File: config.mk
export PLATFORM = sky130hd
export DESIGN_NAME = mbox_ring_top
export DESIGN_NICKNAME = d
export VERILOG_FILES = /design/src/rtl/mbox_pkg.sv /design/src/rtl/mbox_ring.sv /design/src/rtl/mbox_ctrl.sv /design/src/rtl/mbox_ring_top.sv
export SDC_FILE = /design/constraint.sdc
export NUM_CORES = 2
export LEC_CHECK = 0
export CORE_AREA = 5 5 496 498
export DETAILED_ROUTE_END_ITERATION = 12
export DIE_AREA = 0 0 501 503
export GPL_TIMING_DRIVEN = 0
export HOLD_SLACK_MARGIN = 0.03
export SLEW_MARGIN = 20
export SYNTH_ARGS = -nofsm -noshare
export SYNTH_HDL_FRONTEND = slang
export SYNTH_SLANG_ARGS = --single-unit
export TNS_END_PERCENT = 10
File: constraint.sdc
create_clock -name clk -period 5.4 [get_ports clk]
set_input_delay 0.81 -clock clk [delete_from_list [all_inputs] [get_ports clk]]
set_output_delay 0.81 -clock clk [all_outputs]
set_load 0.1 [all_outputs]
File: src/rtl/mbox_pkg.sv
package mbox_pkg;
  localparam int unsigned WORD_W = 32;
  localparam int unsigned PTR_W  = 8;

  typedef enum logic [1:0] {
    REG_WIN_WR = 2'd0,
    REG_CSR    = 2'd1,
    REG_WIN_RD = 2'd2,
    REG_PEER   = 2'd3
  } regSel_e;

  // Strobes from the control block to one ring.
  typedef struct packed {
    logic push;
    logic pop;
    logic clear;
  } ringStrobe_t;

  // Stored handshake and interrupt bits of one side.
  typedef struct packed {
    logic ie;
    logic is;
    logic rdy;
    logic rst;
  } sideBits_t;

  function automatic logic [WORD_W-1:0] packCsr(input sideBits_t b,
                                                input logic [PTR_W-1:0] rdPtr,
                                                input logic [PTR_W-1:0] wrPtr,
                                                input logic [7:0] depth);
    return {depth, wrPtr, rdPtr, 3'b000, b.rst, b.rdy, 1'b0, b.is, b.ie};
  endfunction
endpackage

File: src/rtl/mbox_ring.sv
module mbox_ring
  import mbox_pkg::*;
#(
  parameter int unsigned DEPTH = 32
) (
  input  logic                clk,
  input  logic                rstN,
  input  ringStrobe_t         stb,
  input  logic [WORD_W-1:0]   pushData,
  output logic [PTR_W-1:0]    rdPtr,
  output logic [PTR_W-1:0]    wrPtr,
  output logic [WORD_W-1:0]   headData,
  output logic                overflow
);
  localparam int unsigned IDX_W = $clog2(DEPTH);
  localparam logic [PTR_W-1:0] DEPTH_P = PTR_W'(DEPTH);

  logic [WORD_W-1:0] store [DEPTH];
  logic [PTR_W-1:0]  fill;
  logic              isFull;
  logic              isEmpty;
  logic              doPush;
  logic              doPop;

  assign fill    = wrPtr - rdPtr;
  assign isFull  = (fill >= DEPTH_P);
  assign isEmpty = (fill == '0);
  assign doPush  = stb.push && !stb.clear && !isFull;
  assign doPop   = stb.pop && !stb.clear && !isEmpty;

  always_ff @(posedge clk) begin
    if (!rstN) begin
      rdPtr    <= '0;
      wrPtr    <= '0;
      overflow <= 1'b0;
    end else if (stb.clear) begin
      rdPtr    <= '0;
      wrPtr    <= '0;
      overflow <= 1'b0;
    end else begin
      if (doPush) wrPtr <= wrPtr + 1'b1;
      else if (stb.push) overflow <= 1'b1;
      if (doPop) rdPtr <= rdPtr + 1'b1;
    end
  end

  always_ff @(posedge clk) begin
    if (doPush) store[wrPtr[IDX_W-1:0]] <= pushData;
  end

  assign headData = isEmpty ? '0 : store[rdPtr[IDX_W-1:0]];
endmodule

File: src/rtl/mbox_ctrl.sv
module mbox_ctrl
  import mbox_pkg::*;
#(
  parameter int unsigned DEPTH = 32
) (
  input  logic              clk,
  input  logic              rstN,
  input  logic              hostSel,
  input  logic              hostWr,
  input  logic [1:0]        hostAddr,
  input  logic [4:0]        hostWbits,
  input  logic              ctlSel,
  input  logic              ctlWr,
  input  logic [1:0]        ctlAddr,
  input  logic [4:0]        ctlWbits,
  input  logic [PTR_W-1:0]  h2cRdPtr,
  input  logic [PTR_W-1:0]  h2cWrPtr,
  input  logic [PTR_W-1:0]  c2hRdPtr,
  input  logic [PTR_W-1:0]  c2hWrPtr,
  input  logic [WORD_W-1:0] h2cHead,
  input  logic [WORD_W-1:0] c2hHead,
  output ringStrobe_t       h2cStb,
  output ringStrobe_t       c2hStb,
  output logic [WORD_W-1:0] hostRdata,
  output logic [WORD_W-1:0] ctlRdata,
  output logic [WORD_W-1:0] hostCsr,
  output logic [WORD_W-1:0] ctlCsr,
  output logic              hostIrq,
  output logic              ctlIrq
);
  localparam logic [7:0] DEPTH_F = 8'(DEPTH);
  localparam int unsigned SIDES = 2;

  // Index 0 is the host side, index 1 the controller side.
  logic      csrWr   [SIDES];
  logic      igPulse [SIDES];
  logic [4:0] wBits  [SIDES];
  sideBits_t sideQ   [SIDES];
  logic      anyRst;

  always_comb begin
    csrWr[0] = hostSel && hostWr && (regSel_e'(hostAddr) == REG_CSR);
    csrWr[1] = ctlSel && ctlWr && (regSel_e'(ctlAddr) == REG_CSR);
    wBits[0] = hostWbits;
    wBits[1] = ctlWbits;
    for (int s = 0; s < SIDES; s++) igPulse[s] = csrWr[s] && wBits[s][2];
  end

  for (genvar s = 0; s < SIDES; s++) begin : g_side
    localparam int PEER = 1 - s;
    sideBits_t nxt;
    always_comb begin
      nxt = sideQ[s];
      if (csrWr[s]) begin
        nxt.ie  = wBits[s][0];
        nxt.rst = wBits[s][4];
        nxt.rdy = wBits[s][3] && !wBits[s][4];
        if (wBits[s][1]) nxt.is = 1'b0;
      end
      if (csrWr[PEER] && wBits[PEER][4]) nxt.rdy = 1'b0;
      if (igPulse[PEER]) nxt.is = 1'b1;
    end
    always_ff @(posedge clk) begin
      if (!rstN) sideQ[s] <= '0;
      else       sideQ[s] <= nxt;
    end
  end

  assign anyRst = sideQ[0].rst || sideQ[1].rst;

  always_comb begin
    h2cStb.push  = hostSel && hostWr && (regSel_e'(hostAddr) == REG_WIN_WR);
    h2cStb.pop   = ctlSel && !ctlWr && (regSel_e'(ctlAddr) == REG_WIN_RD);
    h2cStb.clear = anyRst;
    c2hStb.push  = ctlSel && ctlWr && (regSel_e'(ctlAddr) == REG_WIN_WR);
    c2hStb.pop   = hostSel && !hostWr && (regSel_e'(hostAddr) == REG_WIN_RD);
    c2hStb.clear = anyRst;
  end

  assign hostCsr = packCsr(sideQ[0], h2cRdPtr, h2cWrPtr, DEPTH_F);
  assign ctlCsr  = packCsr(sideQ[1], c2hRdPtr, c2hWrPtr, DEPTH_F);
  assign hostIrq = sideQ[0].ie && sideQ[0].is;
  assign ctlIrq  = sideQ[1].ie && sideQ[1].is;

  always_comb begin
    hostRdata = '0;
    if (hostSel && !hostWr) begin
      unique case (regSel_e'(hostAddr))
        REG_CSR:    hostRdata = hostCsr;
        REG_WIN_RD: hostRdata = c2hHead;
        REG_PEER:   hostRdata = ctlCsr;
        default:    hostRdata = '0;
      endcase
    end
  end

  always_comb begin
    ctlRdata = '0;
    if (ctlSel && !ctlWr) begin
      unique case (regSel_e'(ctlAddr))
        REG_CSR:    ctlRdata = ctlCsr;
        REG_WIN_RD: ctlRdata = h2cHead;
        REG_PEER:   ctlRdata = hostCsr;
        default:    ctlRdata = '0;
      endcase
    end
  end
endmodule

File: src/rtl/mbox_ring_top.sv
module mbox_ring_top
  import mbox_pkg::*;
#(
  parameter int unsigned DEPTH = 32
) (
  input  logic        clk,
  input  logic        rstN,
  input  logic        hostSel,
  input  logic        hostWr,
  input  logic [1:0]  hostAddr,
  input  logic [31:0] hostWdata,
  output logic [31:0] hostRdata,
  output logic        hostIrq,
  input  logic        ctlSel,
  input  logic        ctlWr,
  input  logic [1:0]  ctlAddr,
  input  logic [31:0] ctlWdata,
  output logic [31:0] ctlRdata,
  output logic        ctlIrq,
  output logic        h2cOverflow,
  output logic        c2hOverflow
);
  ringStrobe_t       h2cStb, c2hStb;
  logic [PTR_W-1:0]  h2cRdPtr, h2cWrPtr, c2hRdPtr, c2hWrPtr;
  logic [WORD_W-1:0] h2cHead, c2hHead;
  logic [WORD_W-1:0] hostCsr, ctlCsr;

  mbox_ctrl #(.DEPTH(DEPTH)) ctrl_i (
    .clk(clk), .rstN(rstN),
    .hostSel(hostSel), .hostWr(hostWr), .hostAddr(hostAddr), .hostWbits(hostWdata[4:0]),
    .ctlSel(ctlSel), .ctlWr(ctlWr), .ctlAddr(ctlAddr), .ctlWbits(ctlWdata[4:0]),
    .h2cRdPtr(h2cRdPtr), .h2cWrPtr(h2cWrPtr), .c2hRdPtr(c2hRdPtr), .c2hWrPtr(c2hWrPtr),
    .h2cHead(h2cHead), .c2hHead(c2hHead),
    .h2cStb(h2cStb), .c2hStb(c2hStb),
    .hostRdata(hostRdata), .ctlRdata(ctlRdata),
    .hostCsr(hostCsr), .ctlCsr(ctlCsr),
    .hostIrq(hostIrq), .ctlIrq(ctlIrq)
  );

  mbox_ring #(.DEPTH(DEPTH)) h2cRing_i (
    .clk(clk), .rstN(rstN), .stb(h2cStb), .pushData(hostWdata),
    .rdPtr(h2cRdPtr), .wrPtr(h2cWrPtr), .headData(h2cHead), .overflow(h2cOverflow)
  );

  mbox_ring #(.DEPTH(DEPTH)) c2hRing_i (
    .clk(clk), .rstN(rstN), .stb(c2hStb), .pushData(ctlWdata),
    .rdPtr(c2hRdPtr), .wrPtr(c2hWrPtr), .headData(c2hHead), .overflow(c2hOverflow)
  );
endmodule

# ---- After elaboration in Yosys (flattened, before gate mapping)
# Memories as Yosys holds them, arrays and structs flattened. A register that Yosys moved wholly into a read port is not among the register bits.
# Index checks and enable logic that the tools add are counted.
dict set report totals {
  ff_bits 34
  mem_count 3
  wordCells 97
  ram_bits 2056
  output_inout_bits 68
  input_bits 74
}
dict set report op_classes {
  magnitude_cmp 2
  addsub 6
  n_reduce_logical 43
  bitwise_logic 5
  n_mux 26
  n_eq_ne 6
}
# name depth width rd rd_ports_with_merged_regs wr line_no
set mem_list {}
lappend mem_list {c2hRing_i.store 32 32 1 1 1 mbox_ring.sv:18} ;# logic [WORD_W-1:0] store [DEPTH];
lappend mem_list {h2cRing_i.store 32 32 1 1 1 mbox_ring.sv:18}
lappend mem_list {ctrl_i.sideQ 2 4 2 0 2 mbox_ctrl.sv:38} ;# sideBits_t sideQ [SIDES];
# cell n
set ops {}
lappend ops {{one-hot mux 32 bit (3 select lines)} 2}
lappend ops {{two-way mux 32 bit} 4}
lappend ops {{adder 8 x 1 -> 8 bit (second input constant)} 4}
lappend ops {{logical AND 1 bit} 26}
lappend ops {{two-way mux 5 bit} 4}
lappend ops {{>= comparator 8 x 6 -> 1 bit (second input constant)} 2}
lappend ops {{logical NOT 8 bit} 2}
lappend ops {{two-way mux 4 bit} 4}
lappend ops {{subtractor 8 bit} 2}
lappend ops {{two-way mux 1 bit} 12}
lappend ops {{logical NOT 1 bit} 9}
lappend ops {{== test 2 bit (second input constant)} 4}
lappend ops {{== test 2 x 1 -> 1 bit (second input constant)} 2}
lappend ops {{logical NOT 2 bit} 2}
lappend ops {{AND reduction 2 bit} 2}
lappend ops {{inverter 1 bit} 3}
lappend ops {{OR 1 bit} 2}
lappend ops {{OR reduction 2 bit} 1}
lappend ops {{logical OR 1 bit} 1}

# ---- Depth between registers and ports, before layout
dict set report logic_depth {
  depth_word 7
  depth_mapped 12
  mapped_depth_nobuf 9
}

# ---- Cells and area by module
# From an unflattened synthesis, not the netlist that was laid out.
dict set report hier_totals {
  hier_cells 3877
  area_unflattened_um2 83321.2
}
# module cells_per_inst seq_area_each_um2 instances area_each_um2
set by_module_without_submodules {}
lappend by_module_without_submodules {{mbox_ring at h2cRing_i} 1804 31189.9 1 40537.6}
lappend by_module_without_submodules {{mbox_ring at c2hRing_i} 1794 31189.9 1 40533.9}
lappend by_module_without_submodules {mbox_ctrl 279 160.2 1 2249.7}

# ---- Least setup slack after synthesis
# No wires, ideal clock.
dict set report synth_path {
  kind {flip-flop to flip-flop}
  start {register h2cRing_i.rdPtr[3]}
  end {memory h2cRing_i.store[2][0] (enable)}
  arrival_ns 5.459
  stages_incl_launch_ff 13
  required_ns 4.898
  n_path_buf 3
  synth_period_minus_slack_ns 5.960
  path_slack_ns -0.560
  setup_ns 0.502
  cell_sequence {dfxtp_1 > clkbuf_1 > inv_1 > ha_1 > a21oi_2 > o21bai_1 > or3_1 > a211oi_2 > and3_1 > buf_2 > buf_4 > nand2_1 > nor4_1}
}
dict set report synth_between {
  elab_chain_cells 6
}
# item line_no
set synth_rtl {}
lappend synth_rtl {{start, declared} mbox_ring.sv:10} ;# output logic [PTR_W-1:0] rdPtr,
lappend synth_rtl {{start signal, assigned} mbox_ring.sv:43} ;# if (doPop) rdPtr <= rdPtr + 1'b1;
lappend synth_rtl {{subtractor 8 bit} mbox_ring.sv:25} ;# assign fill = wrPtr - rdPtr;
lappend synth_rtl {{>= comparator 8 x 6 -> 1 bit} mbox_ring.sv:26} ;# assign isFull = (fill >= DEPTH_P);
lappend synth_rtl {{logical NOT 1 bit} mbox_ring.sv:28} ;# assign doPush = stb.push && !stb.clear && !isFull;
lappend synth_rtl {{logical AND 1 bit} mbox_ring.sv:28}
lappend synth_rtl {{two-way mux 1 bit} mbox_ring.sv:48} ;# if (doPush) store[wrPtr[IDX_W-1:0]] <= pushData;
lappend synth_rtl {{two-way mux 1 bit (implied by the code)} mbox_ring.sv:48}
lappend synth_rtl {{end, declared} mbox_ring.sv:18}
# No other way between the ends.

==> Flow_metrics.wiki <==
{| class="wikitable"
! Metric !! Value
|-
| Hold Buf Count CTS || 0
|-
| Startpoint of the lowest-slack hold path || rstN
|-
| Count of maximum capacitance violations || 0
|-
| Post-CTS Setup Repair Bufs || 0
|-
| Met3 usage || 0.02964
|-
| Fraction of registers with async set or reset after synthesis || 0
|-
| Root buf cell || clkbuf_16
|-
| Kind of path behind the tightest hold check || input pin to flip-flop
|-
| Post-synthesis sequential element count || 2100
|-
| Fraction of final layout cells sized beyond drive strength 1 || 0.3236
|-
| Overall routed net length || 208.1 mm
|-
| Synth Warn # || 0
|-
| Sum of internal, switching and leakage power || between 30000 and 40000 uW
|-
| Met1 routing resource usage after global routing || 0.2140
|-
| Max VDD drop || 274.8 uV
|-
| Crit Reg-Reg Endpoint || h2cRing_i.store[3][25]
|-
| Pin count of the biggest net entering global routing || 35
|-
| Total global routing overflow || 0
|-
| Post-Synthesis Cells || around 3500
|-
| Syn Nets || 3555
|-
| Arrival time reported for the critical path endpoint || ~4.7 ns
|-
| Dominant synthesized flop cell || edfxtp_1
|-
| Clk_lat worst skew || 0.83 ns
|-
| Clock tree from TritonCTS || done
|-
| Netlist area before placement || between 0.08 and 0.09 mm^2
|-
| Time the final worst path needs with I/O delays and setup || 5.550 ns
|-
| Total CTS buffers || 194
|-
| Capture point of the worst path || hostRdata[17]
|-
| Post-placement worst setup slack || -0.3829 ns
|-
| Final hold violation count || 0
|-
| Worst-path maximum fanout || 10
|-
| Part of the power in registers || 0.568
|-
| Die Width || 501 um
|-
| Proportion of total power due to net switching || 0.2018
|-
| Worst r2r path cells || 14
|-
| Static Leak || ~0.029 uW
|-
| Initial Utilization || 0.3366
|-
| Vias/cell || 5.277
|-
| Count of flip-flops with a built-in enable after synthesis || between 2000 and 2500
|-
| Sum of negative setup slack || -0.8049 ns
|-
| Remaining routing DRC violations || 0
|-
| Outcome || finished, violations left
|-
| Slew @ Worst Pin || between 1 and 1.5 ns
|-
| Peak Freq || 180.2 MHz
|-
| Standard cell area after detailed placement || 0.08921 mm^2
|-
| Worst setup SP type || flip-flop
|-
| Post-synthesis to final-layout area growth || 16.96%
|-
| Cell area power density || 331.0 mW/mm^2
|-
| Setup repair after global routing missed its margin || true
|-
| Period Utilization, post-route || 1.028
|-
| Detailed placer's ending HPWL || 139.8 mm
|-
| Core outline area || 0.2416 mm^2
|-
| Required arrival time at the worst endpoint || between 4 and 5 ns
|-
| Top library cells by usage in the layout, fill and taps aside || 2048 x edfxtp_1, 640 x mux4_2, 196 x clkbuf_16
|-
| Most used routing layer in global routing || met2
|-
| Die Y-Extent || between 500 and 600 um
|-
| Via count of the first global-routing pass || 39730
|-
| Global-route total usage across every layer || 0.1638
|-
| Post-route cell area || 0.09513 mm^2
|-
| First-pass GRT wire length || 295.9 mm
|-
| Max-slew headroom at the worst pin || 0.2573
|-
| Number of nets in the layout || 4024
|-
| Violated checks || setup timing
|-
| Number of levels the H-tree was split into || 4
|-
| Total Die Area || 0.2520 mm^2
|-
| Final setup skew || 0.02573 ns
|-
| Final-report max-slew violation count || 0
|-
| Average routed wire per standard cell || 28.50 um
|-
| Initial antenna violation count || 32
|-
| Most common library cell in the layout ignoring fill and taps || edfxtp_1
|-
| # clock sinks || 2100
|-
| Reg2Reg Launch Point || h2cRing_i.rdPtr[3]
|-
| Number of buffers between clock root and the deepest sink || 3
|-
| Count of buffers from port buffering || 139
|-
| Met2 Usage GRT || 0.2763
|-
| Number of top-level pins || 142
|-
| Routability congestion estimate || 0.8153
|-
| Syn avg cell area || 23.53 um^2
|-
| Worst setup slack after layout || -0.1497 ns
|-
| Num rows || 181
|-
| Combinational cell fraction of total power || 0.015
|-
| Detailed-routing iteration count for the pre-antenna-repair pass || 7
|-
| Post-synthesis sequential area ratio || 0.7689
|-
| Final setup violating endpoints || 12
|-
| Routed Antenna Nets || 0
|-
| Proportion of power drawn by the clock network || 0.417
|-
| Switching power of the nets || 6353 uW
|-
| Distinct cell type count of the synthesized netlist || 55
|-
| Worst setup EP type || primary output
|-
| Worst-case register-to-register setup slack || roughly 0.41 ns
|-
| Post-CTS clock slew at the launch and capture registers of the worst setup and hold paths || approximately 0.060 ns
|-
| Cell-internal power || approximately 25000 uW
|-
| Vias post-DR || 38520
|-
| Initial drt markers || 4067
|-
| Kind of critical path || flip-flop to primary output
|}
==> cells in the mapped netlist, drive strengths merged, types with 8 or more instances <==
library cell,n,area share
mux4,640,0.18
or3,15,0.0012
nand2,39,0.0018
xor2,9,0.00097
o22ai,40,0.0031
ha,24,0.0037
nand3,11,0.00068
dfxtp,52,0.013
and3,22,0.0017
a21oi,26,0.0016
mux2i,106,0.013
nor2,85,0.0039
nor2b,13,0.0011
edfxtp,2048,0.76
nand4,8,0.00062
xnor2,9,0.00097
nor3,11,0.00068
buf,78,0.0047
o21ai,15,0.00092
clkbuf,110,0.0051
inv,23,0.0011
==> state kept, by name, summed over array words and instances, names as in the netlist, named ones only <==
name / cells
c2hRing_i.overflow: 1
c2hRing_i.rdPtr: 8
c2hRing_i.store: 1024
c2hRing_i.wrPtr: 8
ctrl_i.sideQ: 8
h2cRing_i.overflow: 1
h2cRing_i.rdPtr: 8
h2cRing_i.store: 1024
h2cRing_i.wrPtr: 8
==> power by group through the flow <==
stage / clock network, uW / registers, uW / logic [uW]
finish: 13100 / 17900 / 472
global route: 14000 / 17900 / 508
CTS: 13300 / 17900 / 490
detailed placement: 0 / 18200 / 489
global placement: 0 / 18200 / 461
floorplan: 0 / 18200 / 144
==> critical path: stages (launching register included) <==
cell and delay [ns]:
dfxtp_1 0.33, clkbuf_1 0.24, clkbuf_2 0.37, buf_2 0.47, mux4_2 0.62, mux4_2 0.49
mux2i_1 0.53, o22ai_1 0.22, dlygate4sd2_1 0.64
==> worst min-delay path by stage <==
stage                                    end  slack (ns)  cells after the start
final                     ctrl_i.sideQ[0][1]        0.36                      3
after global routing      ctrl_i.sideQ[0][1]        0.35                      3
after CTS                 ctrl_i.sideQ[0][1]        0.30                      3
after detailed placement  h2cRing_i.overflow        0.46                      1
after global placement    h2cRing_i.overflow        0.46                      1
after floorplan           ctrl_i.sideQ[0][3]        0.46                      2
==> final cells by class <==
class | count | area, um^2
Antenna cell | 6 | 15.01
Tap cell | 3202 | 4006
Clock inverter | 110 | 873.3
Fill cell | 21120 | 146500
Timing Repair Buffer | 274 | 3110
Buffer | 187 | 932.1
Multi-Input combinational cell | 1146 | 18420
Sequential cell | 2100 | 62540
Inverter | 23 | 86.33
Clock buffer | 252 | 5145
==> cell families after synthesis <==
family / share of synthesized area
XOR/XNOR: 0.001938
buffers and inverters: 0.01085
multiplexers: 0.1903
AND/OR/NAND/NOR: 0.01451
adder cells (fa/ha/maj): 0.003692
AO/OA/AOI/OAI: 0.009830
flip-flops: 0.7689
==> through the flow <==
step	hold slack, ns	util	cells
after global routing	0.3501	0.3936	7295
after detailed placement	0.4644	0.3692	6933
final	0.3635	0.3937	7300
after global placement	0.4568	0.3590	6798
after CTS	0.3029	0.3946	7295
after floorplan	0.4641	-	3457
==> what timing repair did <==
item,4_1_cts,5_1_grt
resized for setup,151,62
gates cloned,0,0
endpoints found under the setup margin,63,58
==> per-layer routing <==
metal	routed length, um	part of all wire	vias up
met3	13020	0.063	399
li1	-	-	15840
met5	138	0.00066	-
met1	83460	0.40	20880
met4	7847	0.038	20
met2	103600	0.50	1394
Power figures use the tool's default switching activity.
